## config.mk

```make
export PLATFORM = sky130hd
export DESIGN_NAME = sdram_cmd_issuer
export DESIGN_NICKNAME = d
export VERILOG_FILES = /design/src/rtl/sdram_cmd_pkg.sv /design/src/rtl/cmdiss_regs.sv /design/src/rtl/cmdiss_seq.sv /design/src/rtl/cmdiss_refresh.sv /design/src/rtl/sdram_cmd_issuer.sv
export SDC_FILE = /design/constraint.sdc
export NUM_CORES = 1
export LEC_CHECK = 0
export BUFFER_PORTS_ARGS = -buffer_cell sky130_fd_sc_hd__buf_2
export CAP_MARGIN = 20
export CORE_MARGIN = 4
export CORE_UTILIZATION = 45
export DETAILED_ROUTE_END_ITERATION = 10
export GPL_TIMING_DRIVEN = 0
export PLACE_DENSITY = 0.79
export REMOVE_ABC_BUFFERS = 1
export SETUP_SLACK_MARGIN = 0.05
export SYNTH_ARGS = -nofsm -noshare
export SYNTH_HDL_FRONTEND = slang
export SYNTH_SLANG_ARGS = --single-unit
```

## constraint.sdc

```tcl
create_clock -name clk -period 4.1 [get_ports clk]
set_input_delay 0.82 -clock clk [delete_from_list [all_inputs] [get_ports clk]]
set_output_delay 0.82 -clock clk [all_outputs]
set_load 0.1 [all_outputs]
```

## src/rtl/sdram_cmd_pkg.sv

```systemverilog
package sdram_cmd_pkg;

  typedef enum logic [2:0] {
    MODE_NORMAL = 3'd0,
    MODE_NOP    = 3'd1,
    MODE_PALL   = 3'd2,
    MODE_LMR    = 3'd3,
    MODE_AREF   = 3'd4,
    MODE_XLMR   = 3'd5
  } mode_e;

  localparam logic [2:0] MODE_LAST = 3'd5;

  typedef struct packed {
    logic ras_n;
    logic cas_n;
    logic we_n;
  } pins_t;

  localparam pins_t PINS_NOP  = '{ras_n: 1'b1, cas_n: 1'b1, we_n: 1'b1};
  localparam pins_t PINS_PALL = '{ras_n: 1'b0, cas_n: 1'b1, we_n: 1'b0};
  localparam pins_t PINS_AREF = '{ras_n: 1'b0, cas_n: 1'b0, we_n: 1'b1};
  localparam pins_t PINS_LMR  = '{ras_n: 1'b0, cas_n: 1'b0, we_n: 1'b0};

  localparam logic [1:0] SEL_MODE   = 2'd0;
  localparam logic [1:0] SEL_REFCNT = 2'd1;
  localparam logic [1:0] SEL_GAP    = 2'd2;

  typedef enum logic [1:0] {
    ST_IDLE  = 2'd0,
    ST_ISSUE = 2'd1,
    ST_WAIT  = 2'd2
  } seq_state_e;

  function automatic pins_t pins_of(input mode_e m);
    case (m)
      MODE_PALL: pins_of = PINS_PALL;
      MODE_AREF: pins_of = PINS_AREF;
      MODE_LMR,
      MODE_XLMR: pins_of = PINS_LMR;
      default:   pins_of = PINS_NOP;
    endcase
  endfunction

endpackage

```

## src/rtl/cmdiss_regs.sv

```systemverilog
module cmdiss_regs
  import sdram_cmd_pkg::*;
#(
  parameter int DATA_W   = 16,
  parameter int REFCNT_W = 16,
  parameter int GAP_W    = 4
) (
  input  logic                clk,
  input  logic                rst,
  input  logic                reg_we,
  input  logic [1:0]          reg_sel,
  input  logic [DATA_W-1:0]   reg_wdata,
  output mode_e               mode,
  output logic [REFCNT_W-1:0] refcnt,
  output logic [GAP_W-1:0]    gap
);

  always_ff @(posedge clk) begin
    if (rst) begin
      mode   <= MODE_NORMAL;
      refcnt <= '0;
      gap    <= '0;
    end else if (reg_we) begin
      case (reg_sel)
        SEL_MODE: begin
          if (reg_wdata[2:0] <= MODE_LAST)
            mode <= mode_e'(reg_wdata[2:0]);
        end
        SEL_REFCNT: refcnt <= reg_wdata[REFCNT_W-1:0];
        SEL_GAP:    gap    <= reg_wdata[GAP_W-1:0];
        default: ;
      endcase
    end
  end

endmodule

```

## src/rtl/cmdiss_seq.sv

```systemverilog
module cmdiss_seq
  import sdram_cmd_pkg::*;
#(
  parameter int HADDR_W = 32,
  parameter int BA_LO   = 22,
  parameter int BA_W    = 2,
  parameter int A_LO    = 1,
  parameter int A_W     = 13,
  parameter int AP_BIT  = 10,
  parameter int GAP_W   = 4
) (
  input  logic               clk,
  input  logic               rst,
  input  mode_e              mode,
  input  logic [GAP_W-1:0]   gap,
  input  logic               mem_wr,
  input  logic [HADDR_W-1:0] mem_addr,
  output logic               mem_ready,
  output logic               data_wr_en,
  output logic               mem_cke,
  output pins_t              pins,
  output logic [BA_W-1:0]    ba,
  output logic [A_W-1:0]     addr,
  output logic               in_normal
);

  seq_state_e           state;
  logic [GAP_W-1:0]     cnt;
  logic [A_W-1:0]       pall_addr;
  logic                 accept;

  for (genvar i = 0; i < A_W; i++) begin : g_pall
    assign pall_addr[i] = (i == AP_BIT);
  end

  assign accept = (state == ST_IDLE) && mem_wr;

  always_ff @(posedge clk) begin
    if (rst) begin
      state      <= ST_IDLE;
      cnt        <= '0;
      mem_ready  <= 1'b0;
      data_wr_en <= 1'b0;
      mem_cke    <= 1'b0;
      pins       <= PINS_NOP;
      ba         <= '0;
      addr       <= '0;
      in_normal  <= 1'b0;
    end else begin
      mem_ready  <= 1'b0;
      data_wr_en <= 1'b0;
      pins       <= PINS_NOP;
      ba         <= '0;
      addr       <= '0;
      if (mode != MODE_NORMAL) in_normal <= 1'b0;
      case (state)
        ST_IDLE: begin
          if (accept) begin
            state <= ST_ISSUE;
            case (mode)
              MODE_NORMAL: begin
                if (in_normal) data_wr_en <= 1'b1;
                else           in_normal  <= 1'b1;
              end
              MODE_NOP: begin
                pins    <= PINS_NOP;
                mem_cke <= 1'b1;
              end
              MODE_PALL: begin
                pins <= PINS_PALL;
                addr <= pall_addr;
              end
              MODE_LMR, MODE_XLMR: begin
                pins <= PINS_LMR;
                ba   <= mem_addr[BA_LO +: BA_W];
                addr <= mem_addr[A_LO +: A_W];
              end
              default: pins <= pins_of(mode);
            endcase
          end
        end
        ST_ISSUE: begin
          if (gap == '0) begin
            mem_ready <= 1'b1;
            state     <= ST_IDLE;
          end else begin
            cnt   <= gap - 1'b1;
            state <= ST_WAIT;
          end
        end
        ST_WAIT: begin
          if (cnt == '0) begin
            mem_ready <= 1'b1;
            state     <= ST_IDLE;
          end else begin
            cnt <= cnt - 1'b1;
          end
        end
        default: state <= ST_IDLE;
      endcase
    end
  end

endmodule

```

## src/rtl/cmdiss_refresh.sv

```systemverilog
module cmdiss_refresh #(
  parameter int REFCNT_W = 16
) (
  input  logic                clk,
  input  logic                rst,
  input  logic                run,
  input  logic [REFCNT_W-1:0] refcnt,
  input  logic                ref_ack,
  output logic                ref_req
);

  logic [REFCNT_W-1:0] tmr;
  logic                expire;

  assign expire = run && (refcnt != '0) && (tmr <= 1);

  always_ff @(posedge clk) begin
    if (rst) begin
      tmr     <= '0;
      ref_req <= 1'b0;
    end else begin
      if (!run || expire) tmr <= refcnt;
      else                tmr <= tmr - 1'b1;
      ref_req <= (ref_req && !ref_ack) || expire;
    end
  end

endmodule

```

## src/rtl/sdram_cmd_issuer.sv

```systemverilog
module sdram_cmd_issuer
  import sdram_cmd_pkg::*;
#(
  parameter int HADDR_W  = 32,
  parameter int DATA_W   = 16,
  parameter int BA_LO    = 22,
  parameter int BA_W     = 2,
  parameter int A_LO     = 1,
  parameter int A_W      = 13,
  parameter int AP_BIT   = 10,
  parameter int REFCNT_W = 16,
  parameter int GAP_W    = 4
) (
  input  logic               clk,
  input  logic               rst,
  input  logic               reg_we,
  input  logic [1:0]         reg_sel,
  input  logic [DATA_W-1:0]  reg_wdata,
  input  logic               mem_wr,
  input  logic [HADDR_W-1:0] mem_addr,
  output logic               mem_ready,
  output logic               data_wr_en,
  output logic               mem_cke,
  output logic               cmd_ras_n,
  output logic               cmd_cas_n,
  output logic               cmd_we_n,
  output logic [BA_W-1:0]    cmd_ba,
  output logic [A_W-1:0]     cmd_addr,
  output logic               ref_req,
  input  logic               ref_ack
);

  mode_e               mode;
  logic [REFCNT_W-1:0] refcnt;
  logic [GAP_W-1:0]    gap;
  pins_t               pins;
  logic                in_normal;
  logic                run;

  cmdiss_regs #(
    .DATA_W(DATA_W), .REFCNT_W(REFCNT_W), .GAP_W(GAP_W)
  ) u_regs (
    .clk(clk), .rst(rst), .reg_we(reg_we), .reg_sel(reg_sel),
    .reg_wdata(reg_wdata), .mode(mode), .refcnt(refcnt), .gap(gap)
  );

  cmdiss_seq #(
    .HADDR_W(HADDR_W), .BA_LO(BA_LO), .BA_W(BA_W), .A_LO(A_LO),
    .A_W(A_W), .AP_BIT(AP_BIT), .GAP_W(GAP_W)
  ) u_seq (
    .clk(clk), .rst(rst), .mode(mode), .gap(gap), .mem_wr(mem_wr),
    .mem_addr(mem_addr), .mem_ready(mem_ready), .data_wr_en(data_wr_en),
    .mem_cke(mem_cke), .pins(pins), .ba(cmd_ba), .addr(cmd_addr),
    .in_normal(in_normal)
  );

  assign run = in_normal && (mode == MODE_NORMAL);

  cmdiss_refresh #(
    .REFCNT_W(REFCNT_W)
  ) u_ref (
    .clk(clk), .rst(rst), .run(run), .refcnt(refcnt),
    .ref_ack(ref_ack), .ref_req(ref_req)
  );

  assign cmd_ras_n = pins.ras_n;
  assign cmd_cas_n = pins.cas_n;
  assign cmd_we_n  = pins.we_n;

endmodule

```

==> results of run 1 <==
state kept, by name, indices dropped and copies added, names as in the netlist:
signal            count
u_seq.in_normal       1
u_seq.data_wr_en      1
u_regs.refcnt        16
u_regs.mode           3
u_seq.cnt             4
u_ref.ref_req         1
u_regs.gap            4
u_seq.addr           13
u_seq.mem_cke         1
u_ref.tmr            16
u_seq.mem_ready       1
u_seq.state           2
u_seq.ba              2
u_seq.pins            3
metal layers:
metal	track usage	wire (µm)
met1	0.212	2880
met2	0.265	2760
met3	0.0470	399
met4	0.0795	122
met5	0	0
power groups by stage:
stage	Sequential [W]	Clock [W]	Combinational, W
6_report	0.000731	0.000568	0.000302
5_1_grt	0.000736	0.000617	0.000334
4_1_cts	0.000730	0.000583	0.000301
3_5_place_dp	0.000745	0	0.000296
3_3_place_gp	0.000743	0	0.000290
2_1_floorplan	0.000749	0	0.000214
how the worst max path moves through the flow:
stage | endpoint | cells past startpoint | slack, ps
floorplan | u_ref.tmr[15] | 5 | 1630
global placement | u_ref.tmr[2] | 5 | 1430
detailed placement | u_ref.tmr[13] | 5 | 1400
CTS | u_ref.tmr[13] | 5 | 1370
global route | u_ref.tmr[2] | 5 | 1290
finish | u_ref.tmr[2] | 5 | 1370
synth_stat cells, types with 8 or more instances:
cell      count  area (µm²)
dfxtp_1      68        1360
nand2_1      45         169
a21oi_1      29         145
nor2_1       19        71.3
a211oi_1     18         135
and3_1       15        93.8
clkbuf_1     13        48.8
a21oi_2      10        87.6
inv_1         9        33.8
mux2i_1       9        90.1
nor4_1        9        56.3
nor3_1        8        40.0
xnor2_1       8        70.1
logic make-up after synthesis:
logic type / Yosys count / synth area share
and+or+nand+nor: 122 / 0.213
AOI/OAI and AO/OA: 73 / 0.169
DFF: 68 / 0.478
buffers and inverters: 25 / 0.0364
xor gates and xnor gates: 15 / 0.0461
muxes: 9 / 0.0316
adders and majority gates: 6 / 0.0263
final cells by class:
type | instances | area [µm²] | area share
multi-input combinational | 225 | 1390 | 0.410
sequential | 68 | 1360 | 0.403
timing repair buffer | 59 | 295 | 0.0873
clock buffer | 11 | 151 | 0.0448
tap | 75 | 93.8 | 0.0278
clock inverter | 5 | 60.1 | 0.0178
inverter | 9 | 33.8 | 0.00999
worst max-delay path, stage by stage (launching register included):
cell      delay (ps)
dfxtp_1          330
or4_1            550
or4_1            510
or4_1            790
a21oi_1          320
a211oi_1          70
per-stage QoR:
stage,hold WS [ps],utilization
after floorplan,443,-
after global placement,449,0.526
after detailed placement,461,0.526
after CTS,478,0.561
after global routing,504,0.561
final,470,0.561
==> run metrics, run 1 <==
DIE AREA 0.00767 mm²; Layout area overhead 18.6%; clock slew at reported path FFs around 70 ps; fraction of layout cells with a size suffix above 1 0.228; most common cell after layout, fill and taps aside dfxtp_1; largest net degree at the start of global routing 49; height of the die 87.6 µm; Mapped Cells 318; Setup WS post-layout 1370 ps; Sw Pwr between 0.0004 and 0.0005 W; Hold Startpoint u_seq.mem_cke; Final Net Count 433; r2r endpoint u_ref.tmr[2]; CP arrival 2900 ps; # diodes 0; DR vias between 2,000 and 2,500; leakage power 1.45 nW; r2r setup slk 1370 ps; CTS buffer count 9; CTS Sinks 68; fill count ~550; Clock Tree Root clkbuf_8; vias per inst 5.32; fin crit share 0.666; DRT iter0 DRCs 102; Skew-Pair Late Insertion Delay approximately 340 ps; routability cong. 0.860; Yosys cell types 39; Placement Rows 28; Reg2Reg Depth 5; Synthesis Warnings 0; most frequent cells in the layout 68 x dfxtp_1, 59 x buf_2, 45 x nand2_1; WHS Path Cells 2; number of synthesized register bits 68; max-cap violation count 0; num ports 77; Total Power between 0.0015 and 0.002 W; CTS tree built; initial core utilization 0.473; Finished Layout Cells 452; maximum fanout along the worst path 16; Worst Tran Pin Value 1120 ps; share of total power in the clock network 0.355; antenna violations before repair 0; input/output buffers 59; Critical Path RT roughly 4300 ps; Post-synth EDFFs 0; hold-fix buffers at CTS 0; Syn Area/Cell between 8 and 9 µm²; Place WS between 1000 and 1500 ps; DRT antenna net count 0; clock skew 10.2 ps; vias in the first global route 2,270; post-route DRC violation count 0; final WL 6160 µm; RSZ-0062 raised after global routing no; die width 87.6 µm; minimum clock period after layout 2730 ps; worst reg2reg path startpoint u_ref.tmr[13]; Resize count post-CTS 0; Mapped Area 0.00285 mm²; Post-synth ARST share 0; H-tree Lvls 3; sequential area share after synthesis 0.478; Max clock buf depth 2; GR Util All Layers 0.168; Placed Cells roughly 440; total power per unit cell area approximately 470 mW/mm²; Hold EP u_seq.mem_cke; Setup Total Neg Slack 0 ps; Final setup violation count 0; finished layout cell area 0.00338 mm²; wire length per cell 13.6 µm; startpoint types flop; setup bufs post-CTS 0; sequential share of power 0.457; Fmax roughly 370 MHz; DRT Pass-1 Iters 4; Main synth FF type dfxtp_1; Logic pwr share 0.189; sw frac 0.291; post-placement cell area 0.00317 mm²; core area between 0.006 and 0.007 mm²; Final Max Tran Viols 0; P_int 0.00113 W; Max IR drop VDD 0.224 mV; Worst Hold Class reg -> reg; first-pass GRT wire length 10,100 µm; DP Wirelength roughly 4200 µm; outcome complete, no violations; Hold Vio Cnt, Final 0; critical path class reg -> reg; Rel. slew slack 0.251; grt ovf 0; Critical path origin u_ref.tmr[13]; CP Capture Type flop
No activity file was read; power rests on OpenSTA's default activity.
==> run 2: changes to the inputs <==
==> constraint.sdc (replaced) <==
create_clock -name clk -period 2.7 [get_ports clk]
set_input_delay 0.54 -clock clk [delete_from_list [all_inputs] [get_ports clk]]
set_output_delay 0.54 -clock clk [all_outputs]
set_load 0.1 [all_outputs]
==> run 2 against run 1 <==
Clock skew about the same. Count of clock-buffer cells in the layout unchanged. Sequential power up 52%. Wire length down 0.18%. Fmax up 8.0%. Global-route usage about the same. Combinational power up 53%. First-iteration DRC count up 11%. Final area up 0.11%.
==> run metrics, run 2 (synthesis gave the netlist of run 1 again) <==
grt ovf 0 (unchanged); Layout Utilization 0.562 (+0.000622); final WL 6150 µm (-0.18%); Final setup violation count 0 (unchanged); clock skew 10.7 ps (+0.492 ps); # diodes 0 (unchanged); sw frac 0.291 (about the same); Clock Tree Root clkbuf_8; height of the die 87.6 µm (unchanged); fill count 551 (+0.36%); CP cell instances or4_1, or4_1, nor4_1, nor2_1, a211oi_1; CP Capture Type flop; Fmax 396 MHz (+8.0%); leakage power 1.45 nW (+0.11%); routability cong. 0.860 (unchanged); DRT antenna net count 0 (unchanged); Hold Vio Cnt, Final 0 (unchanged); Setup Total Neg Slack 0 ps (unchanged); startpoint types flop; P_int 0.00173 W (+52%); first-pass GRT wire length 10,100 µm (about the same); GR Util All Layers 0.168 (+0.000196); largest registers u_ref.tmr (16), u_regs.refcnt (16), u_seq.addr (13); finished layout cell area 0.00338 mm² (+0.11%); initial core utilization 0.473 (unchanged); total power per unit cell area 719 mW/mm² (+52%); outcome complete, no violations; most frequent CP cell or4_1; hold-fix buffers at CTS 0 (unchanged); clock slew at reported path FFs 70 ps (about the same); DIE AREA 0.00767 mm² (unchanged); Critical Path RT 2940 ps (-1330 ps); post-route DRC violation count 0 (unchanged); Max IR drop VDD 0.339 mV (+51%); slowest cell on the critical path or4_1; Placement Rows 28 (unchanged); Sw Pwr 0.000709 W (+52%); input/output buffers 59 (unchanged); Final Net Count 433 (unchanged); core area 0.00603 mm² (unchanged); Setup WS post-layout 172 ps (-1200 ps); CTS tree built; minimum clock period after layout 2530 ps (-202 ps); share of total power in the clock network 0.354 (about the same); Layout area overhead 18.7%; most common cell after layout, fill and taps aside dfxtp_1; max-cap violation count 0 (unchanged); Skew-Pair Late Insertion Delay 340 ps (about the same); Worst Tran Pin Value 1130 ps (+10.3 ps); Max clock buf depth 2 (unchanged); CTS Sinks 68 (unchanged); DRT iter0 DRCs 113 (+11%); Place WS -1.29 ps (-1400 ps); CP arrival 2770 ps (-130 ps); num ports 77 (unchanged); post-placement cell area 0.00317 mm² (unchanged); wire length per cell 13.6 µm (-0.18%); H-tree Lvls 3 (unchanged); FF+latch area 0.00136 mm² (unchanged); antenna violations before repair 0 (unchanged); fraction of layout cells with a size suffix above 1 0.231 (+0.00265); fin crit share 0.936 (+0.270); DR vias 2,416 (+0.54%); largest net degree at the start of global routing 49 (unchanged); WHS 415 ps (-55.0 ps); Worst Hold Class in -> reg; RSZ-0062 raised after global routing no; vias per inst 5.35 (+0.54%); DP Wirelength 4250 µm (unchanged); Final Max Tran Viols 0 (unchanged); critical path class reg -> reg; Logic pwr share 0.190 (about the same); Rel. slew slack 0.244 (-0.00689); sequential share of power 0.456 (about the same); Multi-input gate area 0.00139 mm² (+0.27%); DRT Pass-1 Iters 5 (+1); maximum fanout along the worst path 16 (unchanged); die width 87.6 µm (unchanged); CTS buffer count 9 (unchanged); most frequent cells in the layout 68 x dfxtp_1, 59 x buf_2, 45 x nand2_1; vias in the first global route 2,270 (unchanged); CP peak stage delay 550 ps (-240 ps)
-- run 2: metal layers --
| layer | track usage | vias up | wire, µm |
|---|---|---|---|
| met3 | 0.0470 | 7 | 390 |
| met2 | 0.266 | 69 | 2830 |
| met1 | 0.212 | 1106 | 2830 |
| met5 | 0 | - | 0 |
| li1 | - | 1234 | - |
| met4 | 0.0795 | 0 | 93 |
-- run 2: power groups by stage --
stage | clock (W) | sequential (W) | combinational [W]
detailed placement | 0 | 0.00113 | 0.000450
global route | 0.000938 | 0.00112 | 0.000512
global placement | 0 | 0.00113 | 0.000440
CTS | 0.000886 | 0.00111 | 0.000462
floorplan | 0 | 0.00114 | 0.000324
finish | 0.000863 | 0.00111 | 0.000462
-- run 2: final cells by class --
cell class | instances | area share
Clock buffer | 11 | 0.0447
Clock inverter | 5 | 0.0177
Inverter | 9 | 0.00998
Multi-Input combinational cell | 225 | 0.410
Sequential cell | 68 | 0.402
Tap cell | 75 | 0.0277
Timing Repair Buffer | 59 | 0.0872
-- run 2: worst paths after layout --
check | from | endpoint | slack [ps] | cells past startpoint
worst max-delay path | u_ref.tmr[13] | u_ref.tmr[13] | 170 | 5
worst min register to register | u_seq.mem_cke | u_seq.mem_cke | 470 | 2
worst max register to register | u_ref.tmr[13] | u_ref.tmr[13] | 170 | 5
worst min-delay path | mem_addr[11] | u_seq.addr[10] | 420 | 3
-- run 2: critical path: cells and delay by family, from the launching register on --
family	cells	cell delay, ps
AND/OR/NAND/NOR	4	1780
flip-flops	1	340
AO/OA/AOI/OAI	1	320
-- run 2: what timing repair did --
action                     in CTS  in global routing
gates resized for setup         1                  0
setup buffers                   0                  0
setup endpoints to repair      15                  0
-- run 2: per-stage QoR --
step / total power [W] / std cells
after floorplan: 0.00146 / 302
after global placement: 0.00157 / 436
after detailed placement: 0.00158 / 436
after CTS: 0.00246 / 452
after global routing: 0.00257 / 452
final: 0.00243 / 452
